File: config.mk
export PLATFORM = sky130hd
export DESIGN_NAME = dtx_playback_fifo
export DESIGN_NICKNAME = d
export VERILOG_FILES = /design/src/rtl/dtx_pkg.sv /design/src/rtl/dtx_fifo.sv /design/src/rtl/dtx_tick_div.sv /design/src/rtl/dtx_dreq.sv /design/src/rtl/dtx_playback_fifo.sv
export SDC_FILE = /design/constraint.sdc
export NUM_CORES = 2
export LEC_CHECK = 0
export BUFFER_PORTS_ARGS = -buffer_cell sky130_fd_sc_hd__buf_2
export CORE_MARGIN = 2
export CORE_UTILIZATION = 65
export CTS_CLUSTER_SIZE = 8
export DETAILED_ROUTE_END_ITERATION = 10
export PLACE_DENSITY = 0.81
export SYNTH_ARGS = -nofsm -noshare
export SYNTH_HDL_FRONTEND = slang
export SYNTH_SLANG_ARGS = --single-unit
File: constraint.sdc
create_clock -name clk -period 16.8 [get_ports clk]
set_input_delay 3.36 -clock clk [delete_from_list [all_inputs] [get_ports clk]]
set_output_delay 3.36 -clock clk [all_outputs]
set_load 0.05 [all_outputs]
File: src/rtl/dtx_pkg.sv
package dtx_pkg;
  localparam logic [7:0] OFS_CTRL = 8'h04;
  localparam logic [7:0] OFS_STAT = 8'h08;
  localparam logic [7:0] OFS_DATA = 8'h0C;
  localparam logic [31:0] CTRL_WMASK = 32'hF560_3F70;

  // Module clocks per sample tick for each rate code.
  function automatic logic [11:0] tick_ratio(input logic [2:0] code);
    case (code)
      3'd0: tick_ratio = 12'd512;
      3'd1: tick_ratio = 12'd768;
      3'd2: tick_ratio = 12'd1024;
      3'd3: tick_ratio = 12'd1536;
      3'd4: tick_ratio = 12'd2048;
      3'd5: tick_ratio = 12'd3072;
      3'd6: tick_ratio = 12'd128;
      default: tick_ratio = 12'd256;
    endcase
  endfunction

  // Turn one bus word into a 24-bit sample.
  function automatic logic [23:0] fmt_sample(input logic [31:0] w,
                                             input logic wide,
                                             input logic rep);
    if (wide) fmt_sample = w[31:8];
    else if (rep) fmt_sample = {w[15:0], w[15:8]};
    else fmt_sample = {w[15:0], 8'h00};
  endfunction

  // Fall threshold of the DMA request.
  function automatic logic [7:0] clr_level(input logic [1:0] code);
    clr_level = 8'd2 << code;
  endfunction
endpackage

File: src/rtl/dtx_fifo.sv
module dtx_fifo #(
  parameter int DEPTH = 64,
  parameter int W = 24,
  localparam int AW = $clog2(DEPTH),
  localparam int CW = AW + 1
) (
  input  logic          clk,
  input  logic          rst_n,
  input  logic          flush,
  input  logic          push,
  input  logic [W-1:0]  push_data,
  input  logic [1:0]    pop_cnt,
  output logic [W-1:0]  head0,
  output logic [W-1:0]  head1,
  output logic [CW-1:0] count
);
  logic [W-1:0]  mem [DEPTH];
  logic [CW-1:0] wr_ptr, rd_ptr;
  logic [AW-1:0] rd_idx1;

  assign count   = wr_ptr - rd_ptr;
  assign rd_idx1 = rd_ptr[AW-1:0] + AW'(1);
  assign head0   = mem[rd_ptr[AW-1:0]];
  assign head1   = mem[rd_idx1];

  always_ff @(posedge clk) begin
    if (push) mem[wr_ptr[AW-1:0]] <= push_data;
  end

  always_ff @(posedge clk or negedge rst_n) begin
    if (!rst_n) begin
      wr_ptr <= '0;
      rd_ptr <= '0;
    end else if (flush) begin
      wr_ptr <= '0;
      rd_ptr <= '0;
    end else begin
      if (push) wr_ptr <= wr_ptr + CW'(1);
      rd_ptr <= rd_ptr + CW'(pop_cnt);
    end
  end

  a_r3_flush_empties: assert property (@(posedge clk) disable iff (!rst_n)
    flush |=> count == '0);
  a_r11_count_bounded: assert property (@(posedge clk) disable iff (!rst_n)
    count <= CW'(DEPTH));
endmodule

File: src/rtl/dtx_tick_div.sv
module dtx_tick_div #(
  parameter int CNT_W = 12
) (
  input  logic       clk,
  input  logic       rst_n,
  input  logic [2:0] code,
  output logic       tick
);
  import dtx_pkg::*;
  logic [CNT_W-1:0] cnt;
  logic [CNT_W-1:0] last;

  assign last = CNT_W'(tick_ratio(code) - 12'd1);
  assign tick = cnt >= last;

  always_ff @(posedge clk or negedge rst_n) begin
    if (!rst_n) cnt <= '0;
    else if (tick) cnt <= '0;
    else cnt <= cnt + CNT_W'(1);
  end

  // every ratio is at least 128, so ticks never come back to back
  a_r10_tick_isolated: assert property (@(posedge clk) disable iff (!rst_n)
    tick |=> !tick);
endmodule

File: src/rtl/dtx_dreq.sv
module dtx_dreq #(
  parameter int CW = 7
) (
  input  logic          clk,
  input  logic          rst_n,
  input  logic          en,
  input  logic [CW-1:0] free,
  input  logic [5:0]    trig,
  input  logic [1:0]    clr_code,
  output logic          req
);
  import dtx_pkg::*;
  logic rise_w, fall_w;

  assign rise_w = 8'(free) > 8'(trig);
  assign fall_w = 8'(free) < clr_level(clr_code);

  always_ff @(posedge clk or negedge rst_n) begin
    if (!rst_n) req <= 1'b0;
    else if (!en) req <= 1'b0;
    else if (rise_w) req <= 1'b1;
    else if (fall_w) req <= 1'b0;
  end

  a_r4_req_gated: assert property (@(posedge clk) disable iff (!rst_n)
    !en |=> !req);
  a_r5_req_rises: assert property (@(posedge clk) disable iff (!rst_n)
    (en && rise_w) |=> req);
endmodule

File: src/rtl/dtx_playback_fifo.sv
module dtx_playback_fifo #(
  parameter int DEPTH = 64,
  parameter int SW = 24,
  localparam int CW = $clog2(DEPTH) + 1
) (
  input  logic          clk,
  input  logic          rst_n,
  input  logic          wr_en,
  input  logic [7:0]    wr_addr,
  input  logic [31:0]   wr_data,
  input  logic [7:0]    rd_addr,
  output logic [31:0]   rd_data,
  output logic          dma_req,
  output logic [SW-1:0] left_out,
  output logic [SW-1:0] right_out,
  output logic          frame_strobe
);
  import dtx_pkg::*;

  logic [31:0] ctrl;
  logic        ovr_flag;

  // control fields
  logic [2:0] f_rate;
  logic       f_last, f_rep, f_mono, f_wide, f_dma;
  logic [1:0] f_clr;
  logic [5:0] f_trig;
  assign f_rate = ctrl[31:29];
  assign f_last = ctrl[26];
  assign f_rep  = ctrl[24];
  assign f_clr  = ctrl[22:21];
  assign f_trig = ctrl[13:8];
  assign f_mono = ctrl[6];
  assign f_wide = ctrl[5];
  assign f_dma  = ctrl[4];

  // named events
  logic ctrl_wr_w, flush_w, data_wr_w, push_w, drop_w, tick_w, underrun_w;
  logic [1:0]    pop_w;
  logic [CW-1:0] count_w, free_w;
  logic [SW-1:0] head0_w, head1_w;

  assign ctrl_wr_w = wr_en && (wr_addr == OFS_CTRL);
  assign flush_w   = ctrl_wr_w && wr_data[0];
  assign data_wr_w = wr_en && (wr_addr == OFS_DATA);
  assign free_w    = CW'(DEPTH) - count_w;
  assign push_w    = data_wr_w && (free_w != '0);
  assign drop_w    = data_wr_w && (free_w == '0);

  always_comb begin
    pop_w      = 2'd0;
    underrun_w = 1'b0;
    if (tick_w && !flush_w) begin
      if (f_mono) begin
        if (count_w >= CW'(1)) pop_w = 2'd1;
        else underrun_w = 1'b1;
      end else begin
        if (count_w >= CW'(2)) pop_w = 2'd2;
        else underrun_w = 1'b1;
      end
    end
  end

  dtx_fifo #(.DEPTH(DEPTH), .W(SW)) u_fifo (
    .clk(clk), .rst_n(rst_n), .flush(flush_w), .push(push_w),
    .push_data(fmt_sample(wr_data, f_wide, f_rep)), .pop_cnt(pop_w),
    .head0(head0_w), .head1(head1_w), .count(count_w)
  );

  dtx_tick_div #(.CNT_W(12)) u_div (
    .clk(clk), .rst_n(rst_n), .code(f_rate), .tick(tick_w)
  );

  dtx_dreq #(.CW(CW)) u_dreq (
    .clk(clk), .rst_n(rst_n), .en(f_dma), .free(free_w),
    .trig(f_trig), .clr_code(f_clr), .req(dma_req)
  );

  always_ff @(posedge clk or negedge rst_n) begin
    if (!rst_n) begin
      ctrl     <= '0;
      ovr_flag <= 1'b0;
    end else begin
      if (ctrl_wr_w) ctrl <= wr_data & CTRL_WMASK;
      if (flush_w) ovr_flag <= 1'b0;
      else if (drop_w) ovr_flag <= 1'b1;
    end
  end

  always_ff @(posedge clk or negedge rst_n) begin
    if (!rst_n) begin
      left_out     <= '0;
      right_out    <= '0;
      frame_strobe <= 1'b0;
    end else begin
      frame_strobe <= tick_w;
      if (pop_w == 2'd1) begin
        left_out  <= head0_w;
        right_out <= head0_w;
      end else if (pop_w == 2'd2) begin
        left_out  <= head0_w;
        right_out <= head1_w;
      end else if (underrun_w && !f_last) begin
        left_out  <= '0;
        right_out <= '0;
      end
    end
  end

  always_comb begin
    rd_data = '0;
    if (rd_addr == OFS_CTRL) rd_data = ctrl;
    else if (rd_addr == OFS_STAT) begin
      rd_data[CW-1:0] = free_w;
      rd_data[8]      = ovr_flag;
    end
  end

  a_r9_zero_on_underrun: assert property (@(posedge clk) disable iff (!rst_n)
    (underrun_w && !f_last) |=> (left_out == '0 && right_out == '0));
  a_r9_hold_on_underrun: assert property (@(posedge clk) disable iff (!rst_n)
    (underrun_w && f_last) |=> ($stable(left_out) && $stable(right_out)));
  a_r11_drop_when_full: assert property (@(posedge clk) disable iff (!rst_n)
    (drop_w && pop_w == 2'd0) |=> $stable(count_w));
  a_r11_flag_sticky: assert property (@(posedge clk) disable iff (!rst_n)
    (ovr_flag && !flush_w) |=> ovr_flag);
endmodule

Yosys cells after proc, flatten, opt, wreduce, memory -nomap -nowiden --
Memory sizes are Yosys's and may differ from the RTL's. Index checks and enable logic that the tools add are counted.
Word-level totals: register bits 94, RAM bits 1536, bits of input ports 51, output and inout bits 82, word-level logic and storage cells 83, memories 1
Cells by class: $add $sub $neg 7, magnitude comparators 5, eq/ne operators 13, shift operators 1, multiplexer cells 32, reductions and logical operators 15
Memories:
- u_fifo.mem | words 64, bits a word 24, read ports 2, clocked after memory_dff 0, write ports 1, line dtx_fifo.sv:17 | logic [W-1:0] mem [DEPTH];
Operators by type and width (number):
- 24-bit 2-to-1 mux | 6
- 12-bit case mux with 7 select lines | 1
- 7-bit 2-to-1 mux | 5
- 23-bit 2-to-1 mux | 1
- 8-bit by 3-bit equality test with 1-bit output, second input constant | 2
- 8-bit by 4-bit equality test with 1-bit output, second input constant | 2
- 1-bit 2-to-1 mux | 14
- 12-bit by 1-bit adder with 12-bit output, second input constant | 1
- 12-bit greater-or-equal comparator | 1
- 12-bit 2-to-1 mux | 1
- 12-bit by 1-bit subtractor with 12-bit output, second input constant | 1
- 3-bit equality test, second input constant | 3
- 7-bit by 8-bit less-than comparator with 1-bit output | 1
- 8-bit 2-to-1 mux | 1
- 2-bit by 2-bit << shifter with 8-bit output, first input constant | 1
- 7-bit by 1-bit adder with 7-bit output, second input constant | 1
- 7-bit by 2-bit adder with 7-bit output | 1
- 7-bit by 1-bit greater-or-equal comparator with 1-bit output, second input constant | 1
- 7-bit by 2-bit greater-or-equal comparator with 1-bit output, second input constant | 1
- 7-bit by 6-bit greater-than comparator with 1-bit output | 1
- 1-bit logical AND | 7
- 7-bit zero test | 1
- 7-bit nonzero test | 1
- 7-bit subtractor | 1
- 12 further kinds | 17

Depth between registers and ports, before layout --
depth in word-level cells 10, mapped depth 20, mapped depth without buffers 17

Hierarchy --
From an unflattened synthesis, not the netlist that was laid out.
Second synthesis, totals: cell total of the unflattened synthesis 3809, area, all modules 76813.7 sq um
By module, submodules not included:
- dtx_fifo | times used 1, cells an instance 3306, area each 72015.3 sq um, seq. area each 46474.6 sq um
- dtx_playback_fifo | times used 1, cells an instance 393, area each 3776.1 sq um, seq. area each 1676.6 sq um
- dtx_tick_div | times used 1, cells an instance 77, area each 742.0 sq um, seq. area each 300.3 sq um
- dtx_dreq | times used 1, cells an instance 33, area each 280.3 sq um, seq. area each 25.0 sq um

Worst setup path before layout --
No wires, ideal clock.
kind input to output, start in rd_addr[7], end out rd_data[6], arrival 5.096 ns, required time 13.440 ns, slack 8.344 ns, cell stages on the path 6, buffers on the path 1, path through nor4_1 > nand2_1 > nor3b_1 > clkbuf_1 > nand2_1 > o21ai_0
Between the ends: cells in the longest elaborated chain, start to end 3, elaborated cells on any way between the ends 4, classes of those cells eq/ne (2); mux (2)
Ends and longest elaborated chain:
- start, declared | line dtx_playback_fifo.sv:11 | input logic [7:0] rd_addr,
- 8-bit by 4-bit equality test with 1-bit output | line dtx_playback_fifo.sv:113 | else if (rd_addr == OFS_STAT) begin
- 7-bit 2-to-1 mux | line dtx_playback_fifo.sv:113
- 7-bit 2-to-1 mux (*) | line dtx_playback_fifo.sv:112 | if (rd_addr == OFS_CTRL) rd_data = ctrl;
- end, declared | line dtx_playback_fifo.sv:12 | output logic [31:0] rd_data,
Every way passes the cells marked *; elsewhere a longest branch is shown, timed or not.

Worst setup path in the final report --
start in rd_addr[7], end out rd_data[5]
Same word-level chain as after synthesis.

==> run_results.csv <==
group,metric,value,unit
drt,wirelength,233000,um
drt,initialDrtViolationCount,8911,
synthesis,ys_types,64,
clock_network,cts_tree,"done",
timing,skew,0.0225,ns
global_route,track_usage,39.7,%
global_route,antenna_found_initial,8,
setup_path,crit_buf_inv,3,
timing,hold_violations,0,
synthesis,syn_inst,3670,
synthesis,synth_edf_count,1536,
timing,setup-violations-final,0,
synthesis,ys.flop_type,"edfxtp_1",
synthesis,synth_area_leaders,"edfxtp_1 (61%), mux4_2 (27%), dfrtp_1 (3.1%)",
placement,dp_hpwl,129000,um
layout,synthToLayoutAreaGrowth,12.1,%
die,die_area,0.120,sq mm
die,start_util,65.5,%
setup_path,crit_family,"simple AND/OR/NAND/NOR gates",
timing,hold_ws,0.504,ns
die,die_w,346,um
die,die_h,346,um
timing,max_freq,0.116,GHz
outcome,violations,"capacitance limit, slew limit",
synthesis,synth_seq_area_share,63.7,%
clock_network,cts_setup_buffers,0,
clock_network,path_clk_slew,0.05,ns
placement,io_buffers,121,
synthesis,synth_seq_cells,1630,
synthesis,synth_top_area_share,60.6,%
timing,finalMaxSlewViolations,4,
synthesis,synth_top_cell_by_area,"edfxtp_1",
clock_network,numCtsBuffers,222,
synthesis,netlist_area,0.0762,sq mm
clock_network,clock_path_buffers,3,
setup_path,path_max_fanout,10,
pwr,power_leakage,0.0271,uW
timing,rsz0062_at_grt,"false",
global_route,grt_max_degree,153,
clock_network,cts_resized,0,
drt,avgRoutedWirePerCell,42.1,um
clock_network,insertion_delay,0.83,ns
setup_path,cp_slowest_cell,"nor3b_1",
die,core.rowCount,125,
pwr,powerDensity,103,mW/mm^2
placement,dp.cells,5184,
clock_network,hold_buffers,0,
timing,min_period_over_period,51.1,%
drt,vias,45436,
timing,tightestPinTransition,1.81,ns
layout,nets,3968,
setup_path,start_kind,"input pin",
synthesis,synthArstFlopShare,5.77,%
drt,ant_nets,0,
drt,viasPerCell,8.21,
drt,dr.pass1.iters,9,
job,drv_cap,1,
global_route,grt_pass1_wl,334000,um
layout,final_common_cell,"edfxtp_1",
setup_path,cp_common_cell,"buf_2",
clock_network,clock_sinks,1630,
layout,final_core_util,73.5,%
placement,gp_congestion,0.958,
die,ioPinCount,133,
synthesis,yosys_warnings,0,
die,core-area,0.116,sq mm
timing,relSlewSlack,-20.4,%
timing,tns,0,ns
pwr,ir_drop,122,uV
setup_path,worstSetupPathType,"input pin to output port",
global_route,first_global_vias,46248,
global_route,overflow,0,
synthesis,avgSynthCellArea,20.8,sq um
clock_network,htree_levels,4,
setup_path,cp.required,13.44,ns
outcome,status,"finished with violations",
setup_path,critPathMaxStageDelay,0.60,ns
setup_path,worstPathCellList,"buf_2, nor4_1, nand2_1, nor3b_1, buf_4, a22o_1, buf_2",
layout,final_layout_size_suffix_gt1_share,39.0,%
setup_path,crit_path_end_kind,"output port",
drt,drc_errors,0,
min_path,hold_class,"flip-flop to flip-flop",
clock_network,root_buffer,"clkbuf_16",
layout,layout_common_cells,"edfxtp_1 (1536), mux4_2 (924), clkbuf_16 (228)",
setup_path,cp_data_arrival_time,5.23,ns
timing,period_minus_slack,8.59,ns
layout,instances_no_fill,5536,
## synthesized netlist by cell type, drive strengths merged (28+ instances only)
library cell / count
mux4: 924
clkbuf: 126
edfxtp: 1536
nor2: 55
ha: 31
dfrtp: 94
a221oi: 49
nor3: 73
a22oi: 38
mux2: 28
inv: 33
buf: 168
nand2: 101
nand3: 65
a21oi: 35
mux2i: 88
o21ai: 48
## power breakdown
| part | total (uW) | leakage, uW | internal [uW] | switching (uW) |
|---|---|---|---|---|
| logic | 152 | 0.00900 | 26.7 | 125 |
| clock network | 4150 | 0.00301 | 2460 | 1680 |
| registers | 4460 | 0.0151 | 4450 | 5.85 |
## routing by layer
layer / GRT usage, % / wire [um] / vias up
met5: 0.560 / 174 / -
met4: 21.8 / 15200 / 12
met3: 14.5 / 35700 / 981
met2: 59.8 / 109000 / 4662
met1: 51.1 / 73400 / 23361
li1: - / - / 16420
## per-stage QoR
step | power (uW) | area (sq um) | setup WS (ns)
floorplan | 4610 | 76200 | 8.34
global placement | 4670 | 79100 | 8.28
detailed placement | 4680 | 79100 | 8.22
CTS | 8760 | 85400 | 8.22
global route | 8920 | 85400 | 8.07
finish | 8760 | 85400 | 8.21
## worst paths after layout
check	to	slack, ns	cells past startpoint	start
max in group asynchronous	u_fifo.rd_ptr[2]	12.93	2	rst_n
setup / recovery	rd_data[5]	8.21	7	rd_addr[7]
hold reg to reg	u_div.cnt[0]	0.50	1	u_div.cnt[0]
hold / removal	u_div.cnt[0]	0.50	1	u_div.cnt[0]
setup reg to reg	right_out[16]	8.98	11	u_fifo.rd_ptr[1]
min in group asynchronous	ctrl[5]	2.50	1	rst_n
## worst register-to-register path, cell delays in order (launching register included)
cell      delay [ns]
dfrtp_4         0.68
buf_4           0.80
buf_4           0.84
buf_4           0.88
buf_4           1.06
mux4_2          0.43
mux2i_1         0.09
a221oi_1        1.47
o21ai_0         0.83
a21oi_1         0.41
a22oi_1         0.11
o21ai_1         0.14
## area by class of cell
type / count / area [sq um]
Multi-Input combinational cell: 1722 / 26700
Fill cell: 6139 / 30800
Inverter: 34 / 134
Tap cell: 1524 / 1910
Clock inverter: 11 / 163
Clock buffer: 339 / 6120
Sequential cell: 1630 / 48500
Antenna cell: 2 / 5.00
Timing Repair Buffer: 274 / 1810
## state kept, by name (all words and copies together), names as in the netlist
name,count
ctrl,17
frame_strobe,1
left_out,24
ovr_flag,1
right_out,24
u_div.cnt,12
u_dreq.req,1
u_fifo.mem,1536
u_fifo.rd_ptr,7
u_fifo.wr_ptr,7
## logic make-up (layout without fill, tap and decap cells)
| kind of cell | Yosys count | in the layout | synth area share [%] |
|---|---|---|---|
| xor gates and xnor gates | 31 | 31 | 0.366 |
| muxes | 1040 | 1040 | 28.9 |
| and+or+nand+nor | 368 | 368 | 2.35 |
| buffers and inverters | 328 | 658 | 1.90 |
| other | 1 | 13 | 0.00492 |
| AOI/OAI and AO/OA | 239 | 239 | 2.27 |
| adders and majority gates | 33 | 33 | 0.562 |
| DFF | 1630 | 1630 | 63.7 |
Power figures use the tool's default switching activity.
